File: config.mk
export PLATFORM = sky130hd
export DESIGN_NAME = pulse_accum
export DESIGN_NICKNAME = d
export VERILOG_FILES = /design/src/rtl/pacc_pkg.sv /design/src/rtl/pacc_sync_edge.sv /design/src/rtl/pacc_tick.sv /design/src/rtl/pacc_ctrl.sv /design/src/rtl/pacc_regs.sv /design/src/rtl/pulse_accum.sv
export SDC_FILE = /design/constraint.sdc
export NUM_CORES = 1
export LEC_CHECK = 0
export ABC_AREA = 1
export BUFFER_PORTS_ARGS = -buffer_cell sky130_fd_sc_hd__buf_2
export CORE_ASPECT_RATIO = 1.4
export CORE_MARGIN = 5
export CORE_UTILIZATION = 45
export CTS_CLUSTER_DIAMETER = 120
export DETAILED_ROUTE_END_ITERATION = 10
export GPL_ROUTABILITY_DRIVEN = 0
export PLACE_DENSITY_LB_ADDON = 0.15
export SLEW_MARGIN = 20
export SYNTH_ARGS = -nofsm -noshare
export SYNTH_HDL_FRONTEND = slang
export SYNTH_SLANG_ARGS = --single-unit
File: constraint.sdc
create_clock -name clk -period 1.5 [get_ports clk]
set_clock_uncertainty 0.15 [all_clocks]
set_input_delay 0.3 -clock clk [delete_from_list [all_inputs] [get_ports clk]]
set_output_delay 0.3 -clock clk [all_outputs]
set_load 0.05 [all_outputs]
File: src/rtl/pacc_pkg.sv
`timescale 1ns/1ps
package pacc_pkg;

    typedef enum logic [1:0] {
        ST_OFF       = 2'd0,
        ST_EVENT     = 2'd1,
        ST_GATE_IDLE = 2'd2,
        ST_GATE_OPEN = 2'd3
    } pacc_state_e;

    // register addresses
    localparam logic [1:0] ADDR_COUNT = 2'd0;
    localparam logic [1:0] ADDR_MASK  = 2'd1;
    localparam logic [1:0] ADDR_FLAG  = 2'd2;

    // bit positions shared by mask and status
    localparam int OVF_BIT  = 5;
    localparam int EDGE_BIT = 4;

    // implemented read/write bits of the mask register
    localparam logic [7:0] MASK_RW = 8'hF3;

endpackage

File: src/rtl/pacc_sync_edge.sv
`timescale 1ns/1ps
module pacc_sync_edge #(
    parameter int STAGES = 2
) (
    input  logic clk,
    input  logic rst_n,
    input  logic async_in,
    output logic level,
    output logic rise,
    output logic fall
);
    logic [STAGES-1:0] chain_q;
    logic              prev_q;

    generate
        for (genvar i = 0; i < STAGES; i++) begin : g_stage
            if (i == 0) begin : g_first
                always_ff @(posedge clk or negedge rst_n) begin
                    if (!rst_n) chain_q[i] <= 1'b0;
                    else        chain_q[i] <= async_in;
                end
            end else begin : g_next
                always_ff @(posedge clk or negedge rst_n) begin
                    if (!rst_n) chain_q[i] <= 1'b0;
                    else        chain_q[i] <= chain_q[i-1];
                end
            end
        end
    endgenerate

    always_ff @(posedge clk or negedge rst_n) begin
        if (!rst_n) prev_q <= 1'b0;
        else        prev_q <= chain_q[STAGES-1];
    end

    assign level = chain_q[STAGES-1];
    assign rise  = chain_q[STAGES-1] & ~prev_q;
    assign fall  = ~chain_q[STAGES-1] & prev_q;

endmodule

File: src/rtl/pacc_tick.sv
`timescale 1ns/1ps
module pacc_tick #(
    parameter int DIV = 64
) (
    input  logic clk,
    input  logic rst_n,
    output logic tick
);
    localparam int CW = (DIV > 1) ? $clog2(DIV) : 1;
    localparam logic [CW-1:0] LAST = CW'(DIV - 1);

    logic [CW-1:0] div_q;

    always_ff @(posedge clk or negedge rst_n) begin
        if (!rst_n)            div_q <= '0;
        else if (div_q == LAST) div_q <= '0;
        else                   div_q <= div_q + 1'b1;
    end

    assign tick = (div_q == LAST);

endmodule

File: src/rtl/pacc_ctrl.sv
`timescale 1ns/1ps
module pacc_ctrl
    import pacc_pkg::*;
(
    input  logic clk,
    input  logic rst_n,
    input  logic acc_en,
    input  logic gate_mode,
    input  logic act_pol,
    input  logic level,
    input  logic rise,
    input  logic fall,
    input  logic tick,
    output logic inc,
    output logic edge_evt
);
    pacc_state_e state_q, state_d;
    logic        lvl_act;
    logic        act_edge;

    assign lvl_act  = act_pol ? level : ~level;
    assign act_edge = act_pol ? rise  : fall;

    // state register
    always_ff @(posedge clk or negedge rst_n) begin
        if (!rst_n) state_q <= ST_OFF;
        else        state_q <= state_d;
    end

    // transitions
    always_comb begin
        state_d = state_q;
        if (!acc_en) begin
            state_d = ST_OFF;
        end else begin
            unique case (state_q)
                ST_OFF: begin
                    if (!gate_mode)   state_d = ST_EVENT;
                    else if (lvl_act) state_d = ST_GATE_OPEN;
                    else              state_d = ST_GATE_IDLE;
                end
                ST_EVENT: begin
                    if (gate_mode) state_d = lvl_act ? ST_GATE_OPEN : ST_GATE_IDLE;
                end
                ST_GATE_IDLE: begin
                    if (!gate_mode)   state_d = ST_EVENT;
                    else if (lvl_act) state_d = ST_GATE_OPEN;
                end
                ST_GATE_OPEN: begin
                    if (!gate_mode)    state_d = ST_EVENT;
                    else if (!lvl_act) state_d = ST_GATE_IDLE;
                end
                default: state_d = ST_OFF;
            endcase
        end
    end

    // outputs
    always_comb begin
        inc      = 1'b0;
        edge_evt = 1'b0;
        unique case (state_q)
            ST_OFF: begin
                inc      = 1'b0;
                edge_evt = 1'b0;
            end
            ST_EVENT: begin
                inc      = acc_en & ~gate_mode & act_edge;
                edge_evt = acc_en & ~gate_mode & act_edge;
            end
            ST_GATE_IDLE: begin
                inc      = 1'b0;
                edge_evt = 1'b0;
            end
            ST_GATE_OPEN: begin
                inc      = acc_en & gate_mode & tick;
                edge_evt = acc_en & gate_mode & ~lvl_act;
            end
            default: begin
                inc      = 1'b0;
                edge_evt = 1'b0;
            end
        endcase
    end

endmodule

File: src/rtl/pacc_regs.sv
`timescale 1ns/1ps
module pacc_regs
    import pacc_pkg::*;
#(
    parameter int DW = 8
) (
    input  logic          clk,
    input  logic          rst_n,
    input  logic          bus_sel,
    input  logic          bus_wr,
    input  logic [1:0]    bus_addr,
    input  logic [DW-1:0] bus_wdata,
    input  logic          inc,
    input  logic          edge_evt,
    output logic [DW-1:0] bus_rdata,
    output logic          irq,
    output logic [DW-1:0] cnt_val,
    output logic [DW-1:0] mask_val,
    output logic [DW-1:0] flag_val
);
    logic [DW-1:0] count_q;
    logic [DW-1:0] snap_q;
    logic [DW-1:0] mask_q;
    logic          ovf_q;
    logic          edgf_q;
    logic          wr_cnt, wr_mask, wr_flag;
    logic          wrap;
    logic          unused_bits;

    assign wr_cnt  = bus_sel & bus_wr & (bus_addr == ADDR_COUNT);
    assign wr_mask = bus_sel & bus_wr & (bus_addr == ADDR_MASK);
    assign wr_flag = bus_sel & bus_wr & (bus_addr == ADDR_FLAG);
    assign wrap    = inc & ~wr_cnt & (count_q == '1);

    // count: no reset on purpose
    always_ff @(posedge clk) begin
        if (wr_cnt)   count_q <= bus_wdata;
        else if (inc) count_q <= count_q + 1'b1;
    end

    // read copy taken half a cycle away from the update edge
    always_ff @(negedge clk) begin
        snap_q <= count_q;
    end

    always_ff @(posedge clk or negedge rst_n) begin
        if (!rst_n)       mask_q <= '0;
        else if (wr_mask) mask_q <= bus_wdata & DW'(MASK_RW);
    end

    always_ff @(posedge clk or negedge rst_n) begin
        if (!rst_n)                          ovf_q <= 1'b0;
        else if (wrap)                       ovf_q <= 1'b1;
        else if (wr_flag && bus_wdata[OVF_BIT]) ovf_q <= 1'b0;
    end

    always_ff @(posedge clk or negedge rst_n) begin
        if (!rst_n)                           edgf_q <= 1'b0;
        else if (edge_evt)                    edgf_q <= 1'b1;
        else if (wr_flag && bus_wdata[EDGE_BIT]) edgf_q <= 1'b0;
    end

    always_comb begin
        flag_val           = '0;
        flag_val[OVF_BIT]  = ovf_q;
        flag_val[EDGE_BIT] = edgf_q;
    end

    always_comb begin
        bus_rdata = '0;
        if (bus_sel) begin
            case (bus_addr)
                ADDR_COUNT: bus_rdata = snap_q;
                ADDR_MASK:  bus_rdata = mask_q;
                ADDR_FLAG:  bus_rdata = flag_val;
                default:    bus_rdata = '0;
            endcase
        end
    end

    assign irq      = (ovf_q & mask_q[OVF_BIT]) | (edgf_q & mask_q[EDGE_BIT]);
    assign cnt_val  = count_q;
    assign mask_val = mask_q;
    assign unused_bits = ^{bus_wdata[DW-1:6], bus_wdata[3:0]};

endmodule

File: src/rtl/pulse_accum.sv
`timescale 1ns/1ps
module pulse_accum #(
    parameter int DW          = 8,
    parameter int SYNC_STAGES = 2,
    parameter int TICK_DIV    = 64
) (
    input  logic          clk,
    input  logic          rst_n,
    input  logic          acc_en,
    input  logic          gate_mode,
    input  logic          act_pol,
    input  logic          pulse_in,
    input  logic          bus_sel,
    input  logic          bus_wr,
    input  logic [1:0]    bus_addr,
    input  logic [DW-1:0] bus_wdata,
    output logic [DW-1:0] bus_rdata,
    output logic          irq
);
    logic          lvl, rise, fall, tick;
    logic          inc_pulse, edge_evt;
    logic [DW-1:0] cnt_val, mask_val, flag_val;

    pacc_sync_edge #(.STAGES(SYNC_STAGES)) u_sync (
        .clk      (clk),
        .rst_n    (rst_n),
        .async_in (pulse_in),
        .level    (lvl),
        .rise     (rise),
        .fall     (fall)
    );

    pacc_tick #(.DIV(TICK_DIV)) u_tick (
        .clk   (clk),
        .rst_n (rst_n),
        .tick  (tick)
    );

    pacc_ctrl u_ctrl (
        .clk       (clk),
        .rst_n     (rst_n),
        .acc_en    (acc_en),
        .gate_mode (gate_mode),
        .act_pol   (act_pol),
        .level     (lvl),
        .rise      (rise),
        .fall      (fall),
        .tick      (tick),
        .inc       (inc_pulse),
        .edge_evt  (edge_evt)
    );

    pacc_regs #(.DW(DW)) u_regs (
        .clk       (clk),
        .rst_n     (rst_n),
        .bus_sel   (bus_sel),
        .bus_wr    (bus_wr),
        .bus_addr  (bus_addr),
        .bus_wdata (bus_wdata),
        .inc       (inc_pulse),
        .edge_evt  (edge_evt),
        .bus_rdata (bus_rdata),
        .irq       (irq),
        .cnt_val   (cnt_val),
        .mask_val  (mask_val),
        .flag_val  (flag_val)
    );

endmodule

==> impl_results.md <==
- Run status: complete, but fails checks
- Failing checks: setup timing
- Die Wd: a little over 60 um
- Final worst slack: -0.800 ns
- Max-cap violations: 0
- DR vias: ~1.5k
- Setup violators final: 9
- Clock tree from TritonCTS: yes
- Worst path cell trace: nand2_2 -> nand3_2 -> nand2_2 -> clkinvlp_4 -> buf_8
- Synthesized net count: a little over 200
- FFs w/ async S/R, synth: 0.543
- Pwr Total: ~2.3 mW
- Worst hold stages: 2
- Area growth syn-to-layout: 45.0%
- Worst R2R Setup Slack: approximately 0.030 ns
- DRT iter0 DRCs: a little under 50
- Initial antenna violation count: 0
- Fin cells: ~300
- Tightest Pin Transition: ~0.45 ns
- Cell Area, Synth: around 0.0016 mm^2
- Most common cell after layout, fill and taps aside: nand2_1
- Number of global-route vias before repair: about 1.5k
- Core Area: between 0.003 and 0.004 mm^2
- Post-Place Cells: about 270
- Worst R2R Start: u_tick.div_q[0]
- IO Pins: 27
- Worst-Skew Late Latency: between 0.2 and 0.3 ns
- EDFF count, synth: 8
- CP max stage delay: roughly 0.3 ns
- Top FF cell, synth: dfrtp_1
- Leakage power: 1.22 nW
- Syn Area/Cell: 8.94 um^2
- Final ANT Viol Nets: 0
- WL per Instance: between 10 and 15 um
- Crit. End Element: primary output
- WHS Endpoint: u_regs.mask_val[7]
- Die area: approximately 0.0049 mm^2
- Residual DRC: 0
- TritonCTS Buffers: 5
- Largest net degree at the start of global routing: 20
- Routed WL: about 3700 um
- Clock root buffer: clkbuf_8
- Synth unique cells: 26
- Nets: approximately 270
- DR vias/cell: 4.96
- Critical Path Source Type: flop
- Worst Setup Path Type: flop to primary output
- Grt total ovfl: 0
- Clock slew at reported path FFs: approximately 0.07 ns
- Ys Warns: 0
- CP dominant cell by count: nand2_2
- Hpwl dp: between 2000 and 3000 um
- Seq/Total Area, Yosys: 0.538
- Hold/Removal Path Class: input pin to flop
- CTS max path bufs: 2
- H-tree levels: 2
- Critical path fanouts, max: 1
- Critical Path AT: about 1.9 ns
- Maximum vdd ir drop: ~1000 uV
- RSZ-0062 raised after global routing: yes
- Crit path required time: between 1 and 1.5 ns
- Slowest CP cell: dfxtp_2
- Slew Limit Fails: 0
- First-pass GRT wire length: ~6100 um
- Row cnt: 26
- Endpoints failing hold: 0
- Clock sink count: 35
- GRT Util Overall: 0.165
- Worst r2r dst: u_regs.cnt_val[7]
- Hold_sp: bus_wdata[7]
- Worst reg-to-reg path cell count: 5
- Die Ht: 81.2 um
- Most frequent cells in the layout: nand2_1, buf_4, inv_1, dfrtp_1, buf_2
- Area after DPL: 0.00202 mm^2
- Syn Inst Count: about 180
- Initial Utilization: 0.455
- Synthesis-stage register bit count: 35
- PwrDens: about 1000 mW/mm^2
- Max transition margin: 0.699
- Post-layout util: 0.660
- DRT Pass-1 Iters: 4
- Port bufs: 26
- Number of diodes: 0
- Share of layout cells above drive strength 1: 0.403
- Fin area: 0.00236 mm^2
[metal layers]
metal  wire length (um)  GRT usage  part of all wire
met3                184     0.0413             0.049
met4                 57     0.0672             0.015
met5                  0          0                 0
met2               2060      0.306              0.55
met1               1430      0.169              0.38
[critical path, delay by kind of cell, from the launching register on]
kind	cells	cell delay [ns]
buf+inv	2	0.25
flops	1	0.30
simple gates	3	0.21
[power by group]
part	internal [mW]	switching, mW
Combinational	0.168	0.197
Sequential	1.04	0.0411
Clock	0.514	0.375
Total	1.72	0.613
[cell families (layout without fill, tap and decap cells)]
group | Yosys count | in the layout | synth area share
multiplexers | 3 | 3 | 0.0277
buffers and inverters | 26 | 97 | 0.0684
AO/OA/AOI/OAI | 22 | 22 | 0.0830
adder cells (fa/ha/maj) | 2 | 2 | 0.0154
XOR/XNOR | 5 | 5 | 0.0269
AND/OR/NAND/NOR | 89 | 89 | 0.241
flip-flops | 35 | 35 | 0.538
[registers in the layout, summed over array words and instances (netlist names), 2 cells and up]
register	cells
u_regs.cnt_val	8
u_regs.snap_q	8
u_tick.div_q	6
u_regs.mask_val	6
u_ctrl.state_q	2
[metrics by stage]
stage / hold slack, ns / worst slack, ns / TNS (ns)
floorplan: -0.146 / -0.422 / -2.73
global placement: 0.116 / -0.486 / -3.94
detailed placement: 0.121 / -0.531 / -4.07
CTS: 0.107 / -0.805 / -5.76
global route: 0.113 / -0.863 / -6.36
finish: 0.109 / -0.800 / -5.72
[synth_stat cells (all sizes together) (2+ instances only)]
| cell type | n | area share |
|---|---|---|
| a21oi | 2 | 0.0061 |
| a32o | 4 | 0.025 |
| dfrtp | 19 | 0.29 |
| dfxtp | 8 | 0.098 |
| edfxtp | 8 | 0.15 |
| ha | 2 | 0.015 |
| inv | 24 | 0.058 |
| mux2 | 3 | 0.028 |
| nand2 | 54 | 0.13 |
| nand3 | 14 | 0.043 |
| nand4 | 2 | 0.0077 |
| nor2 | 17 | 0.045 |
| o21ai | 14 | 0.043 |
| xor2 | 4 | 0.022 |
[area by class of cell]
class / count / area (um^2)
fillers: 291 / 1220
flip-flops and latches: 35 / 880
multi-input cells: 121 / 736
repair buffers: 57 / 452
inverters: 24 / 104
clock buffers: 5 / 68.8
clock inverters: 11 / 68.8
well taps: 42 / 52.6
[how the worst max path moves through the flow]
stage | cells after the start | start | end
after CTS | 5 | u_regs.snap_q[4] | bus_rdata[4]
final | 5 | u_regs.snap_q[4] | bus_rdata[4]
after floorplan | 4 | u_regs.snap_q[4] | bus_rdata[4]
after global routing | 5 | u_regs.snap_q[4] | bus_rdata[4]
after global placement | 5 | u_regs.snap_q[5] | bus_rdata[5]
after detailed placement | 5 | u_regs.snap_q[4] | bus_rdata[4]
[what timing repair did]
| action | CTS | global route |
|---|---|---|
| pin swaps | 7 | 9 |
| endpoints found under the setup margin | 18 | 23 |
| resized for setup | 30 | 17 |
| setup buffers | 1 | 4 |
| hold buffers | 2 | 0 |
| hold endpoints to repair | 20 | 0 |
(Power assumes the default switching activity.)
